**src/rtl/dac_loader_pkg.sv**
```systemverilog
package dac_loader_pkg;
    typedef enum logic [1:0] {
        ST_IDLE   = 2'd0,
        ST_SHIFT  = 2'd1,
        ST_COMMIT = 2'd2
    } ld_state_t;
endpackage

```
**src/rtl/dac_sync.sv**
```systemverilog
module dac_sync #(
    parameter int   STAGES  = 2,
    parameter logic RST_VAL = 1'b0
) (
    input  logic clk,
    input  logic rst_n,
    input  logic async_in,
    output logic level
);
    logic [STAGES-1:0] chain_q;

    generate
        for (genvar s = 0; s < STAGES; s++) begin : g_stage
            if (s == 0) begin : g_first
                always_ff @(posedge clk or negedge rst_n) begin
                    if (!rst_n) chain_q[s] <= RST_VAL;
                    else        chain_q[s] <= async_in;
                end
            end else begin : g_next
                always_ff @(posedge clk or negedge rst_n) begin
                    if (!rst_n) chain_q[s] <= RST_VAL;
                    else        chain_q[s] <= chain_q[s-1];
                end
            end
        end
    endgenerate

    assign level = chain_q[STAGES-1];
endmodule

```
**src/rtl/dac_shifter.sv**
```systemverilog
module dac_shifter #(
    parameter int WORD_W = 16
) (
    input  logic              clk,
    input  logic              rst_n,
    input  logic              sclk_lvl,
    input  logic              frame_lvl,
    input  logic              din_lvl,
    output logic [WORD_W-1:0] word
);
    logic sclk_prev;
    logic take_bit;

    assign take_bit = sclk_lvl && !sclk_prev && !frame_lvl;

    always_ff @(posedge clk or negedge rst_n) begin
        if (!rst_n) begin
            sclk_prev <= 1'b0;
            word      <= '0;
        end else begin
            sclk_prev <= sclk_lvl;
            if (take_bit) word <= {word[WORD_W-2:0], din_lvl};
        end
    end
endmodule

```
**src/rtl/dac_channel.sv**
```systemverilog
module dac_channel #(
    parameter int CODE_W = 12
) (
    input  logic              clk,
    input  logic              rst_n,
    input  logic              load,
    input  logic [CODE_W-1:0] code_in,
    output logic [CODE_W-1:0] code,
    output logic [CODE_W-1:0] ofs
);
    always_ff @(posedge clk or negedge rst_n) begin
        if (!rst_n)    code <= '0;
        else if (load) code <= code_in;
    end

    assign ofs = {~code[CODE_W-1], code[CODE_W-2:0]};
endmodule

```
**src/rtl/dac_loader.sv**
```systemverilog
module dac_loader
    import dac_loader_pkg::*;
#(
    parameter int WORD_W      = 16,
    parameter int CODE_W      = 12,
    parameter int SYNC_STAGES = 2
) (
    input  logic              clk,
    input  logic              rst_n,
    input  logic              ser_clk,
    input  logic              ser_frame_n,
    input  logic              ser_din,
    output logic [CODE_W-1:0] code_a,
    output logic [CODE_W-1:0] code_b,
    output logic [CODE_W-1:0] ofs_a,
    output logic [CODE_W-1:0] ofs_b,
    output logic              shdn
);
    localparam int SEL_POS = WORD_W - 1;
    localparam int PD_POS  = WORD_W - 3;
    localparam int NCH     = 2;

    logic              sclk_lvl, frame_lvl, din_lvl;
    logic [WORD_W-1:0] sr;
    ld_state_t         st, st_nx;
    logic              commit;
    logic [CODE_W-1:0] ch_code [NCH];
    logic [CODE_W-1:0] ch_ofs  [NCH];

    dac_sync #(.STAGES(SYNC_STAGES), .RST_VAL(1'b0)) i_sync_sclk (
        .clk(clk), .rst_n(rst_n), .async_in(ser_clk), .level(sclk_lvl));
    dac_sync #(.STAGES(SYNC_STAGES), .RST_VAL(1'b1)) i_sync_frame (
        .clk(clk), .rst_n(rst_n), .async_in(ser_frame_n), .level(frame_lvl));
    dac_sync #(.STAGES(SYNC_STAGES), .RST_VAL(1'b0)) i_sync_din (
        .clk(clk), .rst_n(rst_n), .async_in(ser_din), .level(din_lvl));

    dac_shifter #(.WORD_W(WORD_W)) i_shifter (
        .clk(clk), .rst_n(rst_n), .sclk_lvl(sclk_lvl),
        .frame_lvl(frame_lvl), .din_lvl(din_lvl), .word(sr));

    // state register
    always_ff @(posedge clk or negedge rst_n) begin
        if (!rst_n) st <= ST_IDLE;
        else        st <= st_nx;
    end

    // next-state logic
    always_comb begin
        st_nx = st;
        unique case (st)
            ST_IDLE:   if (!frame_lvl) st_nx = ST_SHIFT;
            ST_SHIFT:  if (frame_lvl)  st_nx = ST_COMMIT;
            ST_COMMIT: st_nx = frame_lvl ? ST_IDLE : ST_SHIFT;
            default:   st_nx = ST_IDLE;
        endcase
    end

    // outputs of the state machine
    assign commit = (st == ST_COMMIT);

    always_ff @(posedge clk or negedge rst_n) begin
        if (!rst_n)      shdn <= 1'b0;
        else if (commit) shdn <= sr[PD_POS];
    end

    generate
        for (genvar ch = 0; ch < NCH; ch++) begin : g_chan
            logic sel_hit;
            if (ch == 0) begin : g_a
                assign sel_hit = !sr[SEL_POS];
            end else begin : g_b
                assign sel_hit = sr[SEL_POS];
            end
            dac_channel #(.CODE_W(CODE_W)) i_chan (
                .clk(clk), .rst_n(rst_n), .load(commit && sel_hit),
                .code_in(sr[CODE_W-1:0]), .code(ch_code[ch]), .ofs(ch_ofs[ch]));
        end
    endgenerate

    assign code_a = ch_code[0];
    assign code_b = ch_code[1];
    assign ofs_a  = ch_ofs[0];
    assign ofs_b  = ch_ofs[1];
endmodule

```
**config.mk**
```make
export PLATFORM = sky130hd
export DESIGN_NAME = dac_loader
export DESIGN_NICKNAME = d
export VERILOG_FILES = /design/src/rtl/dac_loader_pkg.sv /design/src/rtl/dac_sync.sv /design/src/rtl/dac_shifter.sv /design/src/rtl/dac_channel.sv /design/src/rtl/dac_loader.sv
export SDC_FILE = /design/constraint.sdc
export NUM_CORES = 1
export LEC_CHECK = 0
export CORE_MARGIN = 2
export CORE_UTILIZATION = 43
export DETAILED_ROUTE_END_ITERATION = 6
export PLACE_DENSITY = 0.75
export SETUP_SLACK_MARGIN = 0.2
export SLEW_MARGIN = 25
export SYNTH_ARGS = -nofsm -noshare
export SYNTH_HDL_FRONTEND = slang
export SYNTH_SLANG_ARGS = --single-unit
```
**constraint.sdc**
```tcl
create_clock -name clk -period 1.2 [get_ports clk]
set_input_delay 0.24 -clock clk [delete_from_list [all_inputs] [get_ports clk]]
set_output_delay 0.24 -clock clk [all_outputs]
set_load 0.005 [all_outputs]
```
# Yosys cells after proc, flatten, opt, wreduce, memory -nomap -nowiden
# Index checks and enable logic that the tools add are counted.
dict set report op_classes {
  n_eq_ne 4
  muxes 4
  n_bitwise 2
  reduce_logical 9
}
# cell count
set op_table {}
lappend op_table {{$pmux W2 S3} 1}
lappend op_table {{$logic_and A1 B1 Y1} 4}
lappend op_table {{$mux W2} 2}
lappend op_table {{$logic_not A1 Y1} 3}
lappend op_table {{$eq A2 B1 Y1 const B} 1}
lappend op_table {{$eq A2 B2 Y1 const B} 1}
lappend op_table {{$logic_not A2 Y1} 1}
lappend op_table {{$ne A2 B1 Y1 const B} 1}
lappend op_table {{$ne A2 B2 Y1 const B} 1}
lappend op_table {{$not A1 Y1} 2}
lappend op_table {{$reduce_and A2 Y1} 1}
lappend op_table {{$mux W1} 1}
dict set report word_totals {
  reg_bits 50
  in_bits 5
}

# Depth between registers and ports, before layout
# Gate-level depths: netlist (run 1).
dict set report logic_depth {
  word_depth 3
  depth_mapped 3
  mapped_depth_nobuf 2
}

# Hierarchy
# A second synthesis (run 1) with hierarchy kept.
dict set report hier_totals {
  hier_cells 125
  hier_area_um2 2063.2
}
# module instances cells_per_inst area_each_um2
set by_module_without_submodules {}
lappend by_module_without_submodules {dac_channel 2 37 570.5}
lappend by_module_without_submodules {dac_shifter 1 35 639.4}
lappend by_module_without_submodules {dac_loader 1 10 130.1}
lappend by_module_without_submodules {{dac_sync at i_sync_din ...} 2 2 50.0}
lappend by_module_without_submodules {{dac_sync at i_sync_frame} 1 2 52.6}

# Worst setup path before layout (run 1)
# OpenSTA, ideal clock, no wires.
dict set report synth_timing {
  path_type {register to register}
  start {register i_sync_frame.chain_q[1], in the netlist i_sync_frame.level}
  end {register i_shifter.word[0]}
  setup_time_ns 0.125
  arrival_ns 1.204
  required_ns 1.075
  slack_ns -0.128
  path_stages_with_launch 4
  cell_sequence {dfstp_2 > nor3b_4 > buf_8 > mux2_2}
}
dict set report synth_between {
  elab_chain_cells 2
}
# element line_no
set synth_lines {}
lappend synth_lines {{start, declared} dac_sync.sv:10} ;# logic [STAGES-1:0] chain_q;
lappend synth_lines {{start signal, assigned by index} dac_sync.sv:22} ;# else chain_q[s] <= chain_q[s-1];
lappend synth_lines {{$logic_not A1 Y1} dac_shifter.sv:14} ;# assign take_bit = sclk_lvl && !sclk_prev && !frame_lvl;
lappend synth_lines {{$logic_and A1 B1 Y1} dac_shifter.sv:14}
lappend synth_lines {{end signal, assigned} dac_shifter.sv:22} ;# if (take_bit) word <= {word[WORD_W-2:0], din_lvl};
lappend synth_lines {{end, declared} dac_shifter.sv:9} ;# output logic [WORD_W-1:0] word
# Every way passes these cells.
# A chain may end at the register's enable or synchronous reset.

# Final worst setup path (run 1)
dict set report layout_timing {
  start {register st[0]}
  end {register g_chan[1].i_chan.code[10]}
}
dict set report layout_between {
  elab_chain_cells 2
}
# element line_no
set layout_lines {}
lappend layout_lines {{start, declared} dac_loader.sv:25} ;# ld_state_t st, st_nx;
lappend layout_lines {{start signal, assigned} dac_loader.sv:44} ;# else st <= st_nx;
lappend layout_lines {{$eq A2 B2 Y1} dac_loader.sv:59} ;# assign commit = (st == ST_COMMIT);
lappend layout_lines {{$logic_and A1 B1 Y1} dac_loader.sv:75} ;# .clk(clk), .rst_n(rst_n), .load(commit && sel_hit),
lappend layout_lines {{end signal, assigned} dac_channel.sv:13} ;# else if (load) code <= code_in;
lappend layout_lines {{end, declared} dac_channel.sv:8} ;# output logic [CODE_W-1:0] code,
# Every way passes these cells.

==> results of run 1 <==
-- logic make-up after synthesis --
kind of cell	after synthesis	synth area share
buffers and inverters	27	0.103
DFF	50	0.635
and+or+nand+nor	6	0.0266
AOI/OAI and AO/OA	1	0.00253
muxes	41	0.234
-- layer usage --
| metal | share of wire | up-vias | routed length, um |
|---|---|---|---|
| met5 | 0 | - | 0 |
| met1 | 0.42 | 605 | 1670 |
| met3 | 0.059 | 7 | 232 |
| met4 | 0.012 | 0 | 47 |
| li1 | - | 572 | - |
| met2 | 0.51 | 40 | 2000 |
-- worst max path at each step --
stage	start	end	slack, ps	cells after the start
2_1_floorplan	i_sync_frame.level	i_shifter.word[0]	-130	3
3_5_place_dp	st[0]	g_chan[0].i_chan.code[0]	-50	3
6_report	st[0]	g_chan[1].i_chan.code[10]	-90	3
4_1_cts	i_sync_frame.level	i_shifter.word[6]	-70	3
5_1_grt	st[0]	g_chan[1].i_chan.code[8]	-160	3
3_3_place_gp	st[0]	g_chan[0].i_chan.code[7]	-40	3
-- cell usage in the layout (no fill, tap or decap), drive strengths merged --
cell type       n
buf            99
nor2            1
nand3b          1
dfrtp          48
dlygate4sd3     1
nor3b           2
clkbuf          7
inv             2
nand2           1
mux2           41
dfstp           2
nand2b          1
clkdlybuf4s50   3
a21oi           1
-- worst max-delay path, cell delays in order (launching register included) --
cell and delay [ps]:
sky130_fd_sc_hd__dfrtp_1 430, sky130_fd_sc_hd__nand3b_1 270, sky130_fd_sc_hd__buf_6 190, sky130_fd_sc_hd__mux2_2 280
-- report_power, final --
part	total [mW]	internal (mW)	switching (mW)
Combinational	1.21	0.865	0.344
Clock	0.894	0.402	0.492
Sequential	2.19	1.95	0.236
-- repair_timing --
action,CTS,global route
buffers inserted,33,6
hold endpoints to repair,48,0
gates cloned,0,0
resized for setup,232,13
hold buffers,1,0
setup endpoints to repair,90,90
-- stage by stage --
step	hold slack [ps]	setup TNS (ps)	cells	cell area (um2)	util
floorplan	-55.6	-2350	125	2030	-
global placement	240	-683	215	2530	0.578
global route	339	-4820	262	2910	0.664
finish	348	-2340	262	2910	0.664
CTS	338	-1680	256	2820	0.642
detailed placement	252	-1090	215	2530	0.578
-- final cells by class --
class                      count  area share
sequential                    50       0.431
multi-input combinational     48       0.209
clock buffer                   7      0.0262
tap                           52      0.0223
inverter                       2     0.00258
timing repair buffer         103       0.309
==> results.md, run 1 <==
- Ratio of cells with drive above 1 in the final layout: 0.719
- Register bit total from synthesis: 50
- Synthesis-to-finish area growth: 47.4%
- Die Span Y: 71.8 um
- Final HPWL DP: 2230 um
- Layer carrying the most global-route usage: met2
- Netlist cell types: 13
- Ratio of routed vias to standard cells: 4.67
- Total I/O pin count: 54
- Global-route met1 utilization: 0.204
- Ranking of synthesized cells by area: sky130_fd_sc_hd__dfrtp_1 61%, sky130_fd_sc_hd__mux2_2 23%, sky130_fd_sc_hd__buf_4 9.1%
- Top Registers: g_chan.i_chan.code: 24 flops, i_shifter.word: 16 flops, st: 2 flops
- Clock H-tree levels: 2
- Worst IR Drop VDD: 931 uV
- Count leader, synth: sky130_fd_sc_hd__dfrtp_1
- Total wirelength of the detailed-routed design: 3950 um
- EDFF count, synth: 0
- CP Class: reg2reg
- # rows: 24
- Die area: 0.00515 mm2
- Failing checks: negative setup slack
- Element type at the critical path end: register
- Main flop type after synthesis: sky130_fd_sc_hd__dfrtp_1
- Antenna-violating nets left: 0
- Layout Nets: 215
- Syn_area_per_cell: between 15 and 20 um2
- Met3 usage: 0.0464
- Vias: roughly 1.2k
- Wire length per cell after detailed routing: around 15 um
- Hold Violations, Final: 0
- Setup slack on the worst flop-to-flop path: -90 ps
- Worst slack after detailed placement: -53.1 ps
- Maximum number of pins on one net before global-route repair: just over 50
- Synth top cells by count: 48 x sky130_fd_sc_hd__dfrtp_1, 41 x sky130_fd_sc_hd__mux2_2, 24 x sky130_fd_sc_hd__buf_4
- Fill cell total of the finished layout: between 300 and 400
- Leakage power figure: 1.55 nW
- Remaining global-route overflow: 0
- Outcome: finished, violations left
- Multi-input gate area: 608 um2
- Share of the cycle needed by the critical path after routing: 1.07
- Max-Cap Viols: 0
- Number of antenna repair diodes: 0
- Register area share after synthesis: 0.635
- Data arrival time of the worst path: 1470 ps
- Worst Path Required: between 1000 and 1500 ps
- Number of flip-flops in the largest register: 24
- Synthesized area: 0.00198 mm2
- Worst hold path class: in2reg
- Core Area: 0.00438 mm2
- CTS Sinks: 50
- Final critical-path setup slack: -89.0 ps
- TritonCTS clock tree: done
- Count of synthesis-stage warnings from yosys: 0
- Iter 0 DRT Violations: 56
- Seq. cell area: 0.00125 mm2
- Max-slew violation total from the final report: 0
- Relative max-transition margin: 0.824
- CTS root buf: sky130_fd_sc_hd__clkbuf_8
- Worst Path Max Fanout: 4
- Number of iterations in the first detailed-routing pass: 3
- Number of antenna violations at the first check in global routing: 0
- Worst hold path startpoint: ser_frame_n
- Vias in the first global route: approximately 1.2k
- Power consumption: 4.29 mW
- Clock latency of the later-clocked register in the worst-skew pair: 300 ps
- Wire length of the first global-routing pass: 6000 um
- Slew @ Worst Pin: 265 ps
- Element type at the critical path start: register
- Final Skew: 6.64 ps
- # setup viols final: between 40 and 50
- I/O Buffers: between 50 and 60
- Cts bufs inserted: 5
- Clock edge transition at the registers on the reported setup and hold paths: approximately 80 ps
- RSZ-0062 raised after global routing: yes
- Worst reg2reg path endpoint: g_chan[1].i_chan.code[10]
- Count of mapped cells out of synthesis: between 100 and 150
- Startpoint of the most critical register-to-register path: st[0]
- Power density of the placed cells: around 1500 mW/mm2
- Top register by number of flip-flops: g_chan.i_chan.code
- Worst Hold Depth: 1
- Effective utilization at floorplan: 0.451
- Met2 routing resource usage after global routing: 0.250
- Horiz. Die Dim: 71.8 um
- Fraction of synthesis flops using an asynchronous set or reset pin: 1.00
- Final Wtd Congestion: 0.690
- Top-area cell type share of the netlist area: 0.608
- Reg2reg path depth: 3
- Largest area contributor in the synthesized netlist: sky130_fd_sc_hd__dfrtp_1
- Achievable clock frequency: 776 MHz
- Final period demand of the worst path: 1290 ps
- Maximum clock path buffer count: 2
- Final routed DRC violation total: 0
- GRT Resource Usage Total: 0.155
- Endpoint of the worst hold-timing path: i_sync_frame.chain_q[0]
- Post-Syn Nets: 130
Power figures use the tool's default switching activity.
==> run 2: changes to the inputs <==
Settings changed: REMOVE_ABC_BUFFERS set to 1.
==> results.md, run 2 (synthesized netlist as in run 1, its figures left out) <==
- Met2 wire len: 2230 um (was 2000 um)
- Top register by number of flip-flops: g_chan.i_chan.code (unchanged)
- Iter 0 DRT Violations: 74 (was 56)
- Slew @ Worst Pin: 259 ps (was 265 ps)
- Ratio of cells with drive above 1 in the final layout: 0.699 (was 0.719)
- Area of all placed cells without fillers: 0.00276 mm2 (was 0.00291 mm2)
- Element type at the critical path start: register (unchanged)
- Final critical-path setup slack: -93.7 ps (was -89.0 ps)
- Worst Path Required: 1380 ps (about the same)
- Antenna-violating nets left: 0 (unchanged)
- Vias: 1192 (was 1224)
- Max-Cap Viols: 0 (unchanged)
- Final period demand of the worst path: 1290 ps (about the same)
- Startpoint of the most critical register-to-register path: i_shifter.word[15] (was st[0])
- I/O Buffers: 53 (unchanged)
- CP Class: reg2reg (unchanged)
- Most frequent cells in the layout: 48 x sky130_fd_sc_hd__dfrtp_1, 38 x sky130_fd_sc_hd__buf_2, 32 x sky130_fd_sc_hd__buf_6 (was 48 x sky130_fd_sc_hd__dfrtp_1, 42 x sky130_fd_sc_hd__buf_6, 31 x sky130_fd_sc_hd__buf_2)
- Total I/O pin count: 54 (unchanged)
- Number of flip-flops in the largest register: 24 (unchanged)
- Max-slew violation total from the final report: 0 (unchanged)
- Setup_tns: -2310 ps (was -2340 ps)
- Clock latency of the later-clocked register in the worst-skew pair: 300 ps (about the same)
- Synthesis-to-finish area growth: 39.5% (was 47.4%)
- Worst hold path startpoint: ser_frame_n (unchanged)
- Power density of the placed cells: 1530 mW/mm2 (was 1470 mW/mm2)
- Die area: 0.00515 mm2 (unchanged)
- Maximum number of pins on one net before global-route repair: 51 (unchanged)
- Outcome: finished, violations left (unchanged)
- Horiz. Die Dim: 71.8 um (unchanged)
- Core Area: 0.00438 mm2 (unchanged)
- Remaining global-route overflow: 0 (unchanged)
- Share of the cycle needed by the critical path after routing: 1.08 (was 1.07)
- Element type at the critical path end: register (unchanged)
- # setup viols final: 41 (unchanged)
- # rows: 24 (unchanged)
- Wire length per cell after detailed routing: 16.3 um (was 15.1 um)
- Endpoint of the worst hold-timing path: i_sync_frame.chain_q[0] (unchanged)
- Hold Violations, Final: 0 (unchanged)
- Vias in the first global route: 1205 (was 1189)
- Final Wtd Congestion: 0.736 (was 0.690)
- Failing checks: negative setup slack (unchanged)
- Total wirelength of the detailed-routed design: 4050 um (was 3950 um)
- Final HPWL DP: 2440 um (was 2230 um)
- Worst reg2reg path endpoint: g_chan[0].i_chan.code[0] (was g_chan[1].i_chan.code[10])
- Relative max-transition margin: 0.827 (was 0.824)
- GRT Resource Usage Total: 0.166 (was 0.155)
- Worst hold path class: in2reg (unchanged)
- Achievable clock frequency: 773 MHz (was 776 MHz)
- CTS Sinks: 50 (unchanged)
- Final Skew: 9.86 ps (was 6.64 ps)
- Effective utilization at floorplan: 0.451 (unchanged)
- Number of iterations in the first detailed-routing pass: 4 (was 3)
- Number of antenna repair diodes: 0 (unchanged)
- Wire length on met3: 183 um (was 232 um)
- Leading cell type in the layout, fill and taps excluded: sky130_fd_sc_hd__dfrtp_1 (unchanged)
- Top Registers: g_chan.i_chan.code: 24 flops, i_shifter.word: 16 flops, st: 2 flops (unchanged)
- Cts bufs inserted: 5 (unchanged)
- Layout Nets: 200 (was 215)
- Final routed DRC violation total: 0 (unchanged)
- TritonCTS clock tree: done (unchanged)
- Worst Hold Depth: 1 (unchanged)
- Clock H-tree levels: 2 (unchanged)
- CTS root buf: sky130_fd_sc_hd__clkbuf_8 (unchanged)
- Fill cell total of the finished layout: 313 (was 303)
- Setup slack on the worst flop-to-flop path: -90 ps (about the same)
- Power consumption: 4.21 mW (was 4.29 mW)
- Die Span Y: 71.8 um (unchanged)
- Worst IR Drop VDD: 990 uV (was 931 uV)
- Highest layer used for signal routing: met4 (unchanged)
- Clock edge transition at the registers on the reported setup and hold paths: 80 ps (about the same)
- Reg2reg path depth: 3 (unchanged)
- Wire length of the first global-routing pass: 6320 um (was 6000 um)
- Ratio of routed vias to standard cells: 4.81 (was 4.67)
- Placed cell area: 0.00247 mm2 (was 0.00253 mm2)
- RSZ-0062 raised after global routing: yes (unchanged)
- Leakage power figure: 1.47 nW (was 1.55 nW)
- Number of antenna violations at the first check in global routing: 0 (unchanged)
- Maximum clock path buffer count: 2 (unchanged)
- Worst Path Max Fanout: 4 (unchanged)
- Data arrival time of the worst path: 1470 ps (about the same)
- M1 WL: 1580 um (was 1670 um)
-- run 2: cell count changes in the layout (fill, tap and decap cells not counted), moves of 4 or more --
cell | before | now
sky130_fd_sc_hd__buf_4 | 23 | 12
sky130_fd_sc_hd__mux2_2 | 19 | 15
sky130_fd_sc_hd__mux2_4 | 22 | 26
sky130_fd_sc_hd__buf_2 | 31 | 38
sky130_fd_sc_hd__buf_6 | 42 | 32
-- run 2: metal layers --
layer	vias to the layer above	global-route usage
li1	543	-
met1	605	0.194
met2	38	0.288
met3	6	0.0478
met4	0	0.0650
met5	-	0
-- run 2: per-stage QoR --
stage | worst slack (ps) | instances | hold WS, ps | utilization
after floorplan | -275 | 100 | -55.6 | -
after global placement | -39.8 | 215 | 241 | 0.564
after detailed placement | -97.8 | 215 | 245 | 0.564
after CTS | -87.4 | 242 | 332 | 0.602
after global routing | -131 | 248 | 344 | 0.628
final | -93.7 | 248 | 346 | 0.628
-- run 2: repair_timing --
| item | CTS | global route |
|---|---|---|
| endpoints found under the hold margin | 48 | 0 |
| cloned | 0 | 0 |
| endpoints found under the setup margin | 90 | 91 |
| hold buffers | 1 | 0 |
| pin swaps | 1 | 2 |
| buffers inserted | 18 | 6 |
| resized for setup | 236 | 19 |
-- run 2: how the worst max path moves through the flow --
stage                             startpoint                  endpoint  slack [ps]  depth (start not counted)
after global placement    i_shifter.word[15]  g_chan[0].i_chan.code[9]         -40                          3
after floorplan           i_shifter.word[15]  g_chan[0].i_chan.code[0]        -280                          2
final                     i_shifter.word[15]  g_chan[0].i_chan.code[0]         -90                          3
after global routing      i_shifter.word[15]  g_chan[0].i_chan.code[0]        -130                          3
after detailed placement  i_shifter.word[15]  g_chan[0].i_chan.code[6]        -100                          3
after CTS                              st[0]  g_chan[0].i_chan.code[0]         -90                          3
-- run 2: final cells by class --
class | instances | area [um2] | area share
Clock buffer | 8 | 80.1 | 0.0291
Multi-Input combinational cell | 48 | 628 | 0.228
Tap cell | 52 | 65.1 | 0.0236
Sequential cell | 50 | 1250 | 0.455
Inverter | 2 | 7.51 | 0.00272
Timing Repair Buffer | 88 | 721 | 0.262
-- run 2: critical path, stage by stage (launching register included) --
cell                      delay, ps
sky130_fd_sc_hd__dfrtp_1        420
sky130_fd_sc_hd__nor3b_2        250
sky130_fd_sc_hd__buf_4          200
sky130_fd_sc_hd__mux2_4         310
-- run 2: where the power goes --
group	internal [mW]	total [mW]	switching [mW]	leakage, nW
registers	1.95	2.20	0.248	0.655
clock network	0.415	0.928	0.513	0.0395
logic	0.756	1.08	0.328	0.776
total	3.12	4.21	1.09	1.47
==> run 3: changes to the inputs <==
Settings changed: MAX_ROUTING_LAYER set to met4.
==> results.md, run 3 (synthesized netlist as in run 1, its figures left out) <==
- Total I/O pin count: 54 (unchanged)
- Worst hold path class: in2reg (unchanged)
- Ratio of routed vias to standard cells: 4.79 (was 4.81)
- CP Class: reg2reg (unchanged)
- Iter 0 DRT Violations: 90 (was 74)
- Outcome: finished, violations left (unchanged)
- Final critical-path setup slack: -95.1 ps (was -93.7 ps)
- Number of iterations in the first detailed-routing pass: 4 (unchanged)
- Relative max-transition margin: 0.826 (was 0.827)
- Ratio of cells with drive above 1 in the final layout: 0.699 (unchanged)
- Max-slew violation total from the final report: 0 (unchanged)
- Data arrival time of the worst path: 1480 ps (was 1470 ps)
- Number of flip-flops in the largest register: 24 (unchanged)
- Vias in the first global route: 1205 (unchanged)
- Remaining global-route overflow: 0 (unchanged)
- Effective utilization at floorplan: 0.451 (unchanged)
- Failing checks: negative setup slack (unchanged)
- GRT Resource Usage Total: 0.171 (was 0.166)
- Slowest Stage Delay on Critical Path: 420 ps (about the same)
- Most frequent cells in the layout: 48 x sky130_fd_sc_hd__dfrtp_1, 38 x sky130_fd_sc_hd__buf_2, 32 x sky130_fd_sc_hd__buf_6 (unchanged)
- Final HPWL DP: 2440 um (unchanged)
- Worst IR Drop VDD: 990 uV (about the same)
- Crit path capture: g_chan[0].i_chan.code[0] (unchanged)
- # setup viols final: 41 (unchanged)
- Max-Cap Viols: 0 (unchanged)
- Horiz. Die Dim: 71.8 um (unchanged)
- Slew @ Worst Pin: 261 ps (was 259 ps)
- Layout Nets: 200 (unchanged)
- Placed Cells incl. Taps: 215 (unchanged)
- Achievable clock frequency: 772 MHz (was 773 MHz)
- # rows: 24 (unchanged)
- Seq. cell area: 0.00125 mm2 (unchanged)
- Element type at the critical path start: register (unchanged)
- Timing startpoint of the critical path: i_shifter.word[15] (unchanged)
- Final period demand of the worst path: 1300 ps (was 1290 ps)
- Clock latency of the later-clocked register in the worst-skew pair: 300 ps (about the same)
- Leakage power figure: 1.47 nW (unchanged)
- Startpoint of the most critical register-to-register path: i_shifter.word[15] (unchanged)
- Clock edge transition at the registers on the reported setup and hold paths: 80 ps (about the same)
- CTS Sinks: 50 (unchanged)
- Final Wtd Congestion: 0.745 (was 0.736)
- Share of the cycle needed by the critical path after routing: 1.08 (about the same)
- Maximum clock path buffer count: 2 (unchanged)
- Die area: 0.00515 mm2 (unchanged)
- Power density of the placed cells: 1530 mW/mm2 (about the same)
- Top Registers: g_chan.i_chan.code: 24 flops, i_shifter.word: 16 flops, st: 2 flops (unchanged)
- Worst reg2reg path endpoint: g_chan[0].i_chan.code[0] (unchanged)
- CTS root buf: sky130_fd_sc_hd__clkbuf_8 (unchanged)
- Final Non-Filler Cells: 248 (unchanged)
- Power consumption: 4.22 mW (was 4.21 mW)
- RSZ-0062 raised after global routing: yes (unchanged)
- Element type at the critical path end: register (unchanged)
- Total wirelength of the detailed-routed design: 4080 um (was 4050 um)
- Fill cell total of the finished layout: 313 (unchanged)
- Crit path cell chain: nor3b_2 -> buf_4 -> mux2_4 (unchanged)
- Wire length per cell after detailed routing: 16.4 um (was 16.3 um)
- Slowest library cell on the worst path: sky130_fd_sc_hd__dfrtp_1 (unchanged)
- I/O Buffers: 53 (unchanged)
- Clock H-tree levels: 2 (unchanged)
- Top Family by Delay on Critical Path: flip-flops (unchanged)
- Number of logic stages on the critical path including buffering: 3 (unchanged)
- Setup_tns: -2330 ps (was -2310 ps)
- TritonCTS clock tree: done (unchanged)
- Synthesis-to-finish area growth: 39.5% (unchanged)
- Top register by number of flip-flops: g_chan.i_chan.code (unchanged)
- Crit path buffers/inverters: 1 (unchanged)
- Setup slack on the worst flop-to-flop path: -100 ps (was -90 ps)
- Worst Path Required: 1380 ps (about the same)
- Number of antenna repair diodes: 0 (unchanged)
- Wire length of the first global-routing pass: 6320 um (unchanged)
- Antenna-violating nets left: 0 (unchanged)
- Number of antenna violations at the first check in global routing: 0 (unchanged)
- Final Skew: 9.99 ps (was 9.86 ps)
- Core Area: 0.00438 mm2 (unchanged)
- Hold Violations, Final: 0 (unchanged)
- Final routed DRC violation total: 0 (unchanged)
- Multi-input gate area: 628 um2 (unchanged)
- Worst Path Max Fanout: 4 (unchanged)
- Die Span Y: 71.8 um (unchanged)
- Vias: 1187 (was 1192)
- Cts bufs inserted: 5 (unchanged)
- Maximum number of pins on one net before global-route repair: 51 (unchanged)
- Leading cell type in the layout, fill and taps excluded: sky130_fd_sc_hd__dfrtp_1 (unchanged)
- Reg2reg path depth: 3 (unchanged)
run 3: cell counts in the layout (fill, tap and decap cells not counted):
No cell type changed its count.
run 3: metrics by stage:
| stage | instance area, um2 | hold WS [ps] | setup WS, ps | util |
|---|---|---|---|---|
| 3_3_place_gp | 2470 | 241 | -39.8 | 0.564 |
| 3_5_place_dp | 2470 | 245 | -97.8 | 0.564 |
| 5_1_grt | 2760 | 344 | -131 | 0.628 |
| 6_report | 2760 | 343 | -95.1 | 0.628 |
| 2_1_floorplan | 1780 | -55.6 | -275 | - |
| 4_1_cts | 2640 | 332 | -87.4 | 0.602 |
run 3: report_power, final:
group | internal [mW] | total (mW) | leakage, nW | switching [mW]
sequential | 1.95 | 2.20 | 0.655 | 0.249
combinational | 0.756 | 1.08 | 0.776 | 0.328
clock | 0.415 | 0.933 | 0.0395 | 0.518
run 3: cell type report:
type | count | area share
inverter | 2 | 0.00272
tap | 52 | 0.0236
clock buffer | 8 | 0.0291
timing repair buffer | 88 | 0.262
multi-input combinational | 48 | 0.228
sequential | 50 | 0.455
run 3: repair_timing:
action,in CTS,in global routing
endpoints found under the hold margin,48,0
hold buffers,1,0
pin swaps,1,2
setup buffers,18,6
cloned,0,0
resized for setup,236,19
endpoints found under the setup margin,90,91
run 3: metal layers:
layer	track usage	up-vias	wire, um
met5	-	-	0
met3	0.0478	8	175
met1	0.194	605	1610
li1	-	542	-
met2	0.288	32	2220
met4	0.0650	0	72
run 3: worst min path at each step:
stage	endpoint	cells after the start	from
floorplan	g_chan[0].i_chan.code[0]	0	rst_n
global placement	shdn	2	rst_n
detailed placement	g_chan[1].i_chan.code[11]	2	rst_n
CTS	i_sync_frame.chain_q[0]	1	ser_frame_n
global route	i_sync_frame.chain_q[0]	1	ser_frame_n
finish	i_sync_frame.chain_q[0]	1	ser_frame_n
run 3: worst register-to-register path: stages (launching register included):
cell and delay [ps]:
sky130_fd_sc_hd__dfrtp_1 420, sky130_fd_sc_hd__nor3b_2 250, sky130_fd_sc_hd__buf_4 200, sky130_fd_sc_hd__mux2_4 310
